`config.mk`:
```
export PLATFORM = sky130hd
export DESIGN_NAME = pll_clksel_ctrl
export DESIGN_NICKNAME = d
export VERILOG_FILES = /design/src/rtl/pll_clksel_pkg.sv /design/src/rtl/clksel_lpm.sv /design/src/rtl/clksel_regs.sv /design/src/rtl/clksel_div.sv /design/src/rtl/pll_clksel_ctrl.sv
export SDC_FILE = /design/constraint.sdc
export NUM_CORES = 1
export LEC_CHECK = 0
export ABC_AREA = 1
export ABC_CLOCK_PERIOD_IN_PS = 1370
export BUFFER_PORTS_ARGS = -buffer_cell sky130_fd_sc_hd__buf_2
export CELL_PAD_IN_SITES_DETAIL_PLACEMENT = 1
export CELL_PAD_IN_SITES_GLOBAL_PLACEMENT = 1
export CORE_AREA = 10 10 56 58
export CTS_CLUSTER_SIZE = 25
export DETAILED_ROUTE_END_ITERATION = 16
export DIE_AREA = 0 0 66 68
export PLACE_DENSITY_LB_ADDON = 0.1
export RECOVER_POWER = 25
export SYNTH_ARGS = -nofsm -noshare
export SYNTH_HDL_FRONTEND = slang
export SYNTH_HIERARCHICAL = 1
export SYNTH_SLANG_ARGS = --single-unit
```
`constraint.sdc`:
```
create_clock -name clk -period 1.37 [get_ports clk]
set_input_delay 0.0685 -clock clk [delete_from_list [all_inputs] [get_ports clk]]
set_output_delay 0.0685 -clock clk [all_outputs]
set_load 0.01 [all_outputs]
```
`src/rtl/pll_clksel_pkg.sv`:
```
package pll_clksel_pkg;

  typedef enum logic [1:0] {
    LPM_RUN  = 2'd0,
    LPM_WAIT = 2'd1,
    LPM_STOP = 2'd2
  } lpm_e;

  localparam int FLD_ON   = 0;
  localparam int FLD_SEL  = 1;
  localparam int FLD_FLAG = 2;
  localparam int FLD_CNT  = 3;

  typedef struct packed {
    logic flag;
    logic sel;
    logic on;
  } ctl_t;

endpackage

```
`src/rtl/clksel_lpm.sv`:
```
module clksel_lpm
  import pll_clksel_pkg::*;
(
  input  logic clk,
  input  logic rst_n,
  input  logic wait_req,
  input  logic stop_req,
  output logic active
);

  lpm_e mode_q, mode_d;

  // stop has priority; wait keeps the generator fully running
  always_comb begin
    if (stop_req)      mode_d = LPM_STOP;
    else if (wait_req) mode_d = LPM_WAIT;
    else               mode_d = LPM_RUN;
  end

  always_ff @(posedge clk or negedge rst_n) begin
    if (!rst_n) mode_q <= LPM_RUN;
    else        mode_q <= mode_d;
  end

  assign active = (mode_q != LPM_STOP);

endmodule

```
`src/rtl/clksel_regs.sv`:
```
module clksel_regs
  import pll_clksel_pkg::*;
(
  input  logic                 clk,
  input  logic                 rst_n,
  input  logic                 wr_en,
  input  logic [FLD_CNT-1:0]   wdata,
  input  logic                 brk_active,
  input  logic                 brk_clr_en,
  input  logic                 lock_chg,
  input  logic                 stop_req,
  output ctl_t                 ctl
);

  ctl_t ctl_q;
  logic clr_ok;

  // flag may be cleared outside break, or inside break when enabled
  assign clr_ok = wr_en && wdata[FLD_FLAG] && (!brk_active || brk_clr_en);

  always_ff @(posedge clk or negedge rst_n) begin
    if (!rst_n) begin
      ctl_q <= '0;
    end else begin
      if (wr_en) begin
        ctl_q.on  <= wdata[FLD_ON];
        // the VCO can only be chosen together with a running PLL
        ctl_q.sel <= wdata[FLD_SEL] & wdata[FLD_ON];
      end
      if (stop_req) ctl_q.sel <= 1'b0;
      if (lock_chg)    ctl_q.flag <= 1'b1;
      else if (clr_ok) ctl_q.flag <= 1'b0;
    end
  end

  assign ctl = ctl_q;

endmodule

```
`src/rtl/clksel_div.sv`:
```
module clksel_div #(
  parameter int HOLD_STB = 2
) (
  input  logic clk,
  input  logic rst_n,
  input  logic active,
  input  logic sel,
  input  logic xtal_stb,
  input  logic vco_stb,
  output logic div_out
);

  localparam int HW = (HOLD_STB < 1) ? 1 : $clog2(HOLD_STB + 1);

  logic          div_q;
  logic          prev_q;
  logic [HW-1:0] hold_q;
  logic          stb;

  assign stb = sel ? vco_stb : xtal_stb;

  always_ff @(posedge clk or negedge rst_n) begin
    if (!rst_n) begin
      div_q  <= 1'b0;
      prev_q <= 1'b0;
      hold_q <= '0;
    end else if (!active) begin
      div_q  <= 1'b0;
      hold_q <= '0;
      prev_q <= sel;
    end else if (sel != prev_q) begin
      prev_q <= sel;
      div_q  <= 1'b0;
      hold_q <= HW'(HOLD_STB);
    end else if (stb) begin
      if (hold_q != '0) hold_q <= hold_q - 1'b1;
      else              div_q  <= ~div_q;
    end
  end

  assign div_out = div_q;

endmodule

```
`src/rtl/pll_clksel_ctrl.sv`:
```
module pll_clksel_ctrl
  import pll_clksel_pkg::*;
#(
  parameter int REG_W    = 8,
  parameter int HOLD_STB = 2
) (
  input  logic             clk,
  input  logic             rst_n,
  input  logic             xtal_stb,
  input  logic             vco_stb,
  input  logic             wait_req,
  input  logic             stop_req,
  input  logic             brk_active,
  input  logic             brk_clr_en,
  input  logic             lock_chg,
  input  logic             reg_wr,
  input  logic [REG_W-1:0] reg_wdata,
  output logic [REG_W-1:0] reg_rdata,
  output logic             xclk_out,
  output logic             bus_clk_out,
  output logic             irq_out
);

  localparam int PAD_W = REG_W - FLD_CNT;

  logic active;
  ctl_t ctl;
  logic div_out;
  logic xclk_q;

  clksel_lpm u_lpm (
    .clk      (clk),
    .rst_n    (rst_n),
    .wait_req (wait_req),
    .stop_req (stop_req),
    .active   (active)
  );

  clksel_regs u_regs (
    .clk        (clk),
    .rst_n      (rst_n),
    .wr_en      (reg_wr),
    .wdata      (reg_wdata[FLD_CNT-1:0]),
    .brk_active (brk_active),
    .brk_clr_en (brk_clr_en),
    .lock_chg   (lock_chg),
    .stop_req   (stop_req),
    .ctl        (ctl)
  );

  clksel_div #(.HOLD_STB(HOLD_STB)) u_div (
    .clk      (clk),
    .rst_n    (rst_n),
    .active   (active),
    .sel      (ctl.sel),
    .xtal_stb (xtal_stb),
    .vco_stb  (vco_stb),
    .div_out  (div_out)
  );

  always_ff @(posedge clk or negedge rst_n) begin
    if (!rst_n) xclk_q <= 1'b0;
    else        xclk_q <= xtal_stb;
  end

  assign xclk_out    = xclk_q  & active;
  assign bus_clk_out = div_out & active;
  assign irq_out     = ctl.flag & active;

  generate
    if (PAD_W > 0) begin : g_pad
      logic unused_wr_hi;
      assign unused_wr_hi = ^reg_wdata[REG_W-1:FLD_CNT];
      assign reg_rdata = {{PAD_W{1'b0}}, ctl.flag, ctl.sel, ctl.on};
    end else begin : g_nopad
      assign reg_rdata = {ctl.flag, ctl.sel, ctl.on};
    end
  endgenerate

endmodule

```
; ---- Word level (Yosys, flattened, before mapping)
; Index checks and enable logic that the tools add are counted.
[word_totals]
reg_bits = 10
latch_bits = 0
ramBits = 0
mem_bits_ro = 0
inputBits = 18
out_inout_bits = 11
elab_cells = 46
memories = 0
[op_classes]
n_addsub = 1
multipliers = 0
n_div = 0
n_lt_le_gt_ge = 0
eq_ne = 6
n_shift = 0
n_mux = 17
bitwise = 5
n_reduce_logical = 9
[ops]
columns = operator, n
row1 = $mux 2, 6
row2 = $mux 1, 11
row3 = $ne 3x1->1 const B, 2
row4 = $reduce_bool 2->1, 3
row5 = $and 1x1->1, 4
row6 = $reduce_and 2->1, 2
row7 = $ne 3x2->1 const B, 1
row8 = $logic_and 1x1->1, 2
row9 = $ne 2x1->1 const B, 1
row10 = $ne 2x2->1 const B, 1
row11 = $sub 2x1->2 const B, 1
row12 = $logic_not 1->1, 1
row13 = $logic_or 1x1->1, 1
row14 = $ne 1x1->1, 1
row15 = $not 1->1, 1

; ---- Longest topological paths before layout
; Gate-level depths: netlist of the first run.
[depth]
depth_word = 5
mapped_depth = 7
mapped_depth_nobuf = 7

; ---- Modules after synthesis
; Netlist of the first run, hierarchy kept.
[by_module_without_submodules]
columns = mod, n_inst, cells_each, area_per_inst_um2, seq_area_each_um2
row1 = clksel_div, 1, 39, 261.5, 100.1
row2 = clksel_regs, 1, 18, 135.1, 75.1
row3 = pll_clksel_ctrl, 1, 13, 88.8, 25.0
row4 = clksel_lpm, 1, 6, 67.6, 50.0

; ---- Least setup slack after synthesis of the first run
; No wires, ideal clock.
[synth_timing]
kind = reg-to-reg
startpoint = reg, netlist name u_regs/ctl[1]
endpoint = reg u_div.div_q, in the netlist u_div/div_out
arrival_time_ps = 918
required_ps = 1251
slack_ps = 333
path_stages_with_launch = 5
n_path_buf = 0
synth_period_minus_slack_ps = 1037
path_cell_list = dfrtp_1 o21ai_0 nand3_1 nand2_1 nor2_1
[synth_via]
elab_chain_cells = 3
elab_cells_between_ends = 7
classes_between = eq/ne (3) / mux (3) / reduce/logical (1)
[synth_rtl]
columns = element, line
row1 = $ne 1x1->1 / $mux 1 (equally long branches), "clksel_div.sv:31, clksel_div.sv:20"
row2 = "$ne 3x2->1 (no line), or another cell as far along", --
row3 = $reduce_and 2->1 (no line) / $mux 1 (equally long branches), --
row4 = "end signal, assigned", clksel_div.sv:37  ; else div_q <= ~div_q;
row5 = "end, declared", clksel_div.sv:15  ; logic div_q;
; Parallel ways exist; a longest one is shown, timed or not.
; A chain may end at the register's enable or synchronous reset.

; ---- Final worst setup path of the first run
[layout_timing]
startpoint = reg, netlist name u_regs/ctl[1]
endpoint = reg u_div.hold_q[0]
[layout_via]
elab_chain_cells = 3
elab_cells_between_ends = 7
classes_between = eq/ne (3) / mux (3) / reduce/logical (1)
[layout_rtl]
columns = element, line
row1 = $ne 1x1->1 / $mux 1 (equally long branches), "clksel_div.sv:31, clksel_div.sv:20"
row2 = $ne 3x1->1 (no line) / $mux 2 (equally long branches), --
row3 = $reduce_and 2->1 (no line) / $mux 2 (equally long branches), --
row4 = "end signal, assigned", clksel_div.sv:34  ; hold_q <= HW'(HOLD_STB);
row5 = "end signal, assigned", clksel_div.sv:36  ; if (hold_q != '0) hold_q <= hold_q - 1'b1;
row6 = "end, declared", clksel_div.sv:17  ; logic [HW-1:0] hold_q;
; Parallel ways exist; a longest one is shown, timed or not.

==> results of run 1 <==
-- report_power, final --
group | internal [W] | leakage (nW) | switching (W)
registers | 0.000339 | 0.124 | 0.0000262
logic | 0.000110 | 0.296 | 0.000151
clock network | 0.000162 | 0.0210 | 0.000121
-- cell type report --
class,count,area [um^2]
tap,28,35.0
inverter,19,71.3
fill,277,1380
timing repair buffer,22,129
multi-input combinational,45,205
clock buffer,4,36.3
sequential,10,250
-- final timing paths --
| check | cells after the start | endpoint | slack (ns) |
|---|---|---|---|
| worst min-delay path | 3 | u_lpm/mode_q[0] | 0.02 |
| min in group asynchronous | 2 | u_div/hold_q[0] | 0.28 |
| worst max register to register | 4 | u_div/hold_q[0] | 0.24 |
| max in group asynchronous | 2 | u_regs/ctl[2] | 0.72 |
| worst max-delay path | 4 | u_div/hold_q[0] | 0.24 |
| worst min register to register | 2 | u_regs/ctl[2] | 0.50 |
-- placed cells by master (no fill, tap or decap), types with 3 or more instances in the layout --
cell / Yosys / layout
nand2_1: 22 / 22
nand3_1: 6 / 6
clkbuf_4: 0 / 3
dlygate4sd3_1: 0 / 4
buf_2: 0 / 17
conb_1: 1 / 5
inv_1: 18 / 18
nor2_1: 3 / 3
dfrtp_1: 10 / 10
-- timing repair --
| item | in CTS | in global routing |
|---|---|---|
| hold buffers | 4 | 0 |
| resized for setup | 0 | 0 |
| setup buffers | 0 | 0 |
| endpoints found under the hold margin | 14 | 0 |
-- layer usage --
metal	vias to the layer above	global-route usage [%]	part of all wire, %
li1	259	-	-
met1	222	7.20	40
met2	17	10.4	46
met3	5	3.75	11
met4	0	6.28	3.4
met5	-	0	0
-- logic make-up after synthesis --
| family | after synthesis | share of synthesized area [%] |
|---|---|---|
| AOI/OAI and AO/OA | 4 | 3.62 |
| adders and majority gates | 1 | 2.26 |
| buffers and inverters | 25 | 20.4 |
| DFF | 10 | 45.2 |
| other | 1 | 0.678 |
| and+or+nand+nor | 35 | 27.8 |
-- tightest hold or removal path, stage by stage --
cell	delay, ns
buf_2	0.08
inv_1	0.04
nor2_2	0.06
-- state kept, by name, summed over array words and instances (netlist names) --
register and cells:
u_lpm/mode_q 2, u_div/hold_q 2, xclk_q 1, u_div/prev_q 1, u_regs/ctl 3, u_div/div_out 1
-- stage by stage --
stage          total power, W  utilization, %  worst slack [ns]  hold WS, ns  area, um^2
2_1_floorplan        0.000554               -             0.333       -0.227         568
3_3_place_gp         0.000623            31.0             0.219      -0.0483         652
3_5_place_dp         0.000629            31.0             0.207      -0.0472         652
4_1_cts              0.000929            34.6             0.198      0.00252         728
5_1_grt              0.000998            34.5            0.0875       0.0351         727
6_report             0.000908            34.5             0.238       0.0172         727
==> results_dict.tcl, run 1 <==
set metrics [dict create \
    hpwl_um 1080 \
    io_pins 29 \
    clock_path_buffers 2 \
    cp_cell_sequence "o21ai_0, nand3_1, nand2_1, nor2_1" \
    port_buffers 18 \
    grt_max_degree 11 \
    rsz0062_at_grt "false" \
    fmax_ghz 0.883 \
    clock_latency_ns 0.27 \
    synth-edff-count 0 \
    cts-buffers-inserted 3 \
    finalHoldViolCount 0 \
    hold_path_class "in2reg" \
    clock-root-buffer "clkbuf_4" \
    dr_total_vias 503 \
    min_period_over_period_pct 82.7 \
    wl_per_cell_um 10.5 \
    cp-end-kind "flip-flop" \
    globalRouteTotalUtil_pct 7.04 \
    cp.arrival_ns 1.31 \
    slowest_stage "dfrtp_1" \
    maxCapViolCount 0 \
    netlist_area_um2 553 \
    setup_tns_ns 0 \
    ant_nets 0 \
    area_growth_pct 31.4 \
    die_area_mm2 0.00449 \
    htree_levels 1 \
    leakagePower_nw 0.441 \
    startpoint "u_regs/ctl[1]" \
    drive_gt1_share_pct 26.0 \
    initial_core_util_pct 26.3 \
    synth.distinct_cells 16 \
    drt-pass1-iter-count 3 \
    min_period_ns 1.13 \
    async_flop_share_pct 100 \
    worstPathRequired_ns 1.54 \
    die_w_um 66 \
    peakVddDrop_uv 422 \
    crit_type "reg2reg" \
    synthTopCellsByCount "nand2_1 (22), inv_1 (18), dfrtp_1 (10)" \
    synthCells 76 \
    fin_skew_ns 0.00444 \
    synth_seq_cells 10 \
    coreArea_mm2 0.00211 \
    grt_pass1_vias 547 \
    setup_violations 0 \
    yosysMostFrequentCell "nand2_1" \
    crit_path_max_fanout 8 \
    worst_setup_path_start_kind "flip-flop" \
    relSlewSlack_pct 63.0 \
    netlist_top_cells_area "dfrtp_1 (45%), nand2_1 (15%), inv_1 (12%)" \
    ys_seq_area_share_pct 45.2 \
    antenna_found_initial 0 \
    nets 120 \
    run_status "finished, final reports clean" \
    avgSynthCellArea_um2 7.28 \
    die_h_um 68 \
    cts_sinks 10 \
    dp_cells 120 \
    yosysTopAreaCell "dfrtp_1" \
    yosys_warnings 6 \
    place_congestion 0.701 \
    path_clk_slew_ns 0.08 \
    r2r-start "u_regs/ctl[1]" \
    synth.top_cell.area_share_pct 45.2 \
    cts_tree "done" \
    max_stage_delay_ns 0.46 \
    drt_iter0_drc 4 \
    grt_pass1_wl_um 2360 \
    fp-row-count 17 \
    drc 0 \
    power_density_mw_per_mm2 1250 \
    diodes 0 \
    via_per_inst 3.93 \
    instances_no_fill 128 \
    critical-path-top-delay-family "flip-flops" \
    wirelength_um 1350 \
    tightestPinTransition_ns 0.556 \
    final_max_slew_viol_count 0 \
    grt_overflow 0 \
    critPathBufInv 0 \
    min_from "wait_req" \
    ys.flop_type "dfrtp_1" \
]
Power figures use the tool's default switching activity.
==> run 2: changes to the inputs <==
Settings changed: ABC_CLOCK_PERIOD_IN_PS 1370 to 940, CORE_AREA 10 10 56 58 to 10 10 58 60, DIE_AREA 0 0 66 68 to 0 0 68 70.
Clock period 1.37 ns to 0.94 ns, I/O delays scaled along.
==> results_dict.tcl, run 2 (synthesis gave the netlist of run 1 again) <==
set metrics [dict create \
    critPathBufInv 4 \
    area_growth_pct 61.8 \
    final_cell_mix "nand2_1 (16), buf_2 (13), inv_1 (12)" \
    cp-end-kind "output port" \
    htree_levels 1 \
    slowest_stage "dfrtp_1" \
    drc 0 \
    die_w_um 68 \
    clock_path_buffers 2 \
    globalRouteMet1Util_pct 6.46 \
    leakagePower_nw 0.491 \
    hpwl_um 1160 \
    r2r-end "u_div/hold_q[1]" \
    grtUsageMet2_pct 11.1 \
    initial_core_util_pct 23.6 \
    die_area_mm2 0.00476 \
    p_total_w 0.00148 \
    wirelength_um 1430 \
    top_usage_layer "met2" \
    fp-row-count 18 \
    run_status "finished with violations" \
    drt-pass1-iter-count 2 \
    drive_gt1_share_pct 45.8 \
    drt_iter0_drc 5 \
    met3_usage_pct 4.31 \
    clock-root-buffer "clkbuf_4" \
    dr_total_vias 541 \
    min_period_over_period_pct 117 \
    max_stage_delay_ns 0.36 \
    grt_max_degree 11 \
    cp_cell_sequence "inv_1, nand2_2, buf_6, nand2_2, inv_2, buf_6" \
    r2r-start "u_regs/ctl[1]" \
    cts_sinks 10 \
    hold_path_depth 2 \
    ant_nets 0 \
    largest_reg_flops 3 \
    fmax_ghz 0.910 \
    worstPathRequired_ns 0.89 \
    cp.arrival_ns 1.05 \
    critical-path-top-delay-family "flip-flops" \
    hold_path_class "in2reg" \
    crit_path_max_fanout 4 \
    cts-buffers-inserted 3 \
    wl_per_cell_um 10.4 \
    crit_type "reg2out" \
    rsz0062_at_grt "true" \
    diodes 0 \
    holdWs_ns 0.0349 \
    worst_slack_ns -0.159 \
    place_congestion 0.709 \
    power_density_mw_per_mm2 1660 \
    final_max_slew_viol_count 0 \
    utilization_pct 38.2 \
    reg2reg_depth 7 \
    rrSetupSlack_ns -0.12 \
    finalHoldViolCount 0 \
    min_from "reg_wr" \
    path_clk_slew_ns 0.07 \
    tightestPinTransition_ns 0.530 \
    grt_pass1_vias 591 \
    dp_slack_ns -0.117 \
    maxCapViolCount 0 \
    min_period_ns 1.10 \
    setup_violations 7 \
    relSlewSlack_pct 64.7 \
    coreArea_mm2 0.00234 \
    port_buffers 18 \
    peakVddDrop_uv 757 \
    io_pins 29 \
    final_common_cell "nand2_1" \
    nets 127 \
    die_h_um 70 \
    worst_setup_path_start_kind "flip-flop" \
    grt_overflow 0 \
    min_to "u_regs/ctl[0]" \
    grt_pass1_wl_um 2480 \
    globalRouteTotalUtil_pct 6.65 \
    via_per_inst 3.95 \
    clock_latency_ns 0.26 \
    violations "negative setup slack" \
    fin_skew_ns 0.000500 \
    cts_tree "done" \
    antenna_found_initial 0 \
]
## run 2: cell types whose count changed in the layout (fill, tap and decap cells not counted), moves of 4 or more
| cell | delta |
|---|---|
| buf_2 | -4 |
| buf_6 | +7 |
| inv_1 | -6 |
| inv_2 | +6 |
| nand2_1 | -6 |
| nand2_2 | +5 |
## run 2: metrics by stage
| stage | TNS [ns] | instance area, um^2 | instances |
|---|---|---|---|
| final | -0.863 | 895 | 137 |
| after detailed placement | -0.341 | 691 | 124 |
| after CTS | -0.938 | 828 | 135 |
| after global routing | -1.31 | 895 | 137 |
| after global placement | -0.252 | 691 | 124 |
| after floorplan | -0.0253 | 589 | 80 |
## run 2: what timing repair did
item,in CTS,in global routing
resized for setup,9,13
hold endpoints to repair,16,0
pin swaps,2,8
hold buffers,6,0
endpoints found under the setup margin,7,8
setup buffers,1,2
## run 2: worst max-delay path by stage
stage                          startpoint               to  cells past startpoint
after CTS                 u_lpm/mode_q[0]      bus_clk_out                      6
after global routing      u_lpm/mode_q[0]      bus_clk_out                      6
after floorplan           u_div/hold_q[0]  u_div/hold_q[1]                      7
after detailed placement    u_regs/ctl[1]    u_div/div_out                      4
after global placement      u_regs/ctl[1]    u_div/div_out                      4
final                     u_lpm/mode_q[0]         xclk_out                      6
## run 2: per-layer routing
layer | vias up | part of all wire (%) | wire (um)
li1 | 271 | - | -
met1 | 255 | 36 | 513
met2 | 13 | 55 | 791
met3 | 2 | 7.9 | 112
met4 | 0 | 0.56 | 8
met5 | - | 0 | 0
## run 2: area by class of cell
class,count,area [um^2]
multi-input combinational,45,263
sequential,10,251
fill,294,1450
inverter,19,71.3
timing repair buffer,29,235
tap,30,37.5
clock buffer,4,36.3
## run 2: power by group
| group | switching, W | internal, W |
|---|---|---|
| registers | 0.0000514 | 0.000495 |
| clock network | 0.000151 | 0.000235 |
| logic | 0.000277 | 0.000276 |
| total | 0.000479 | 0.00101 |
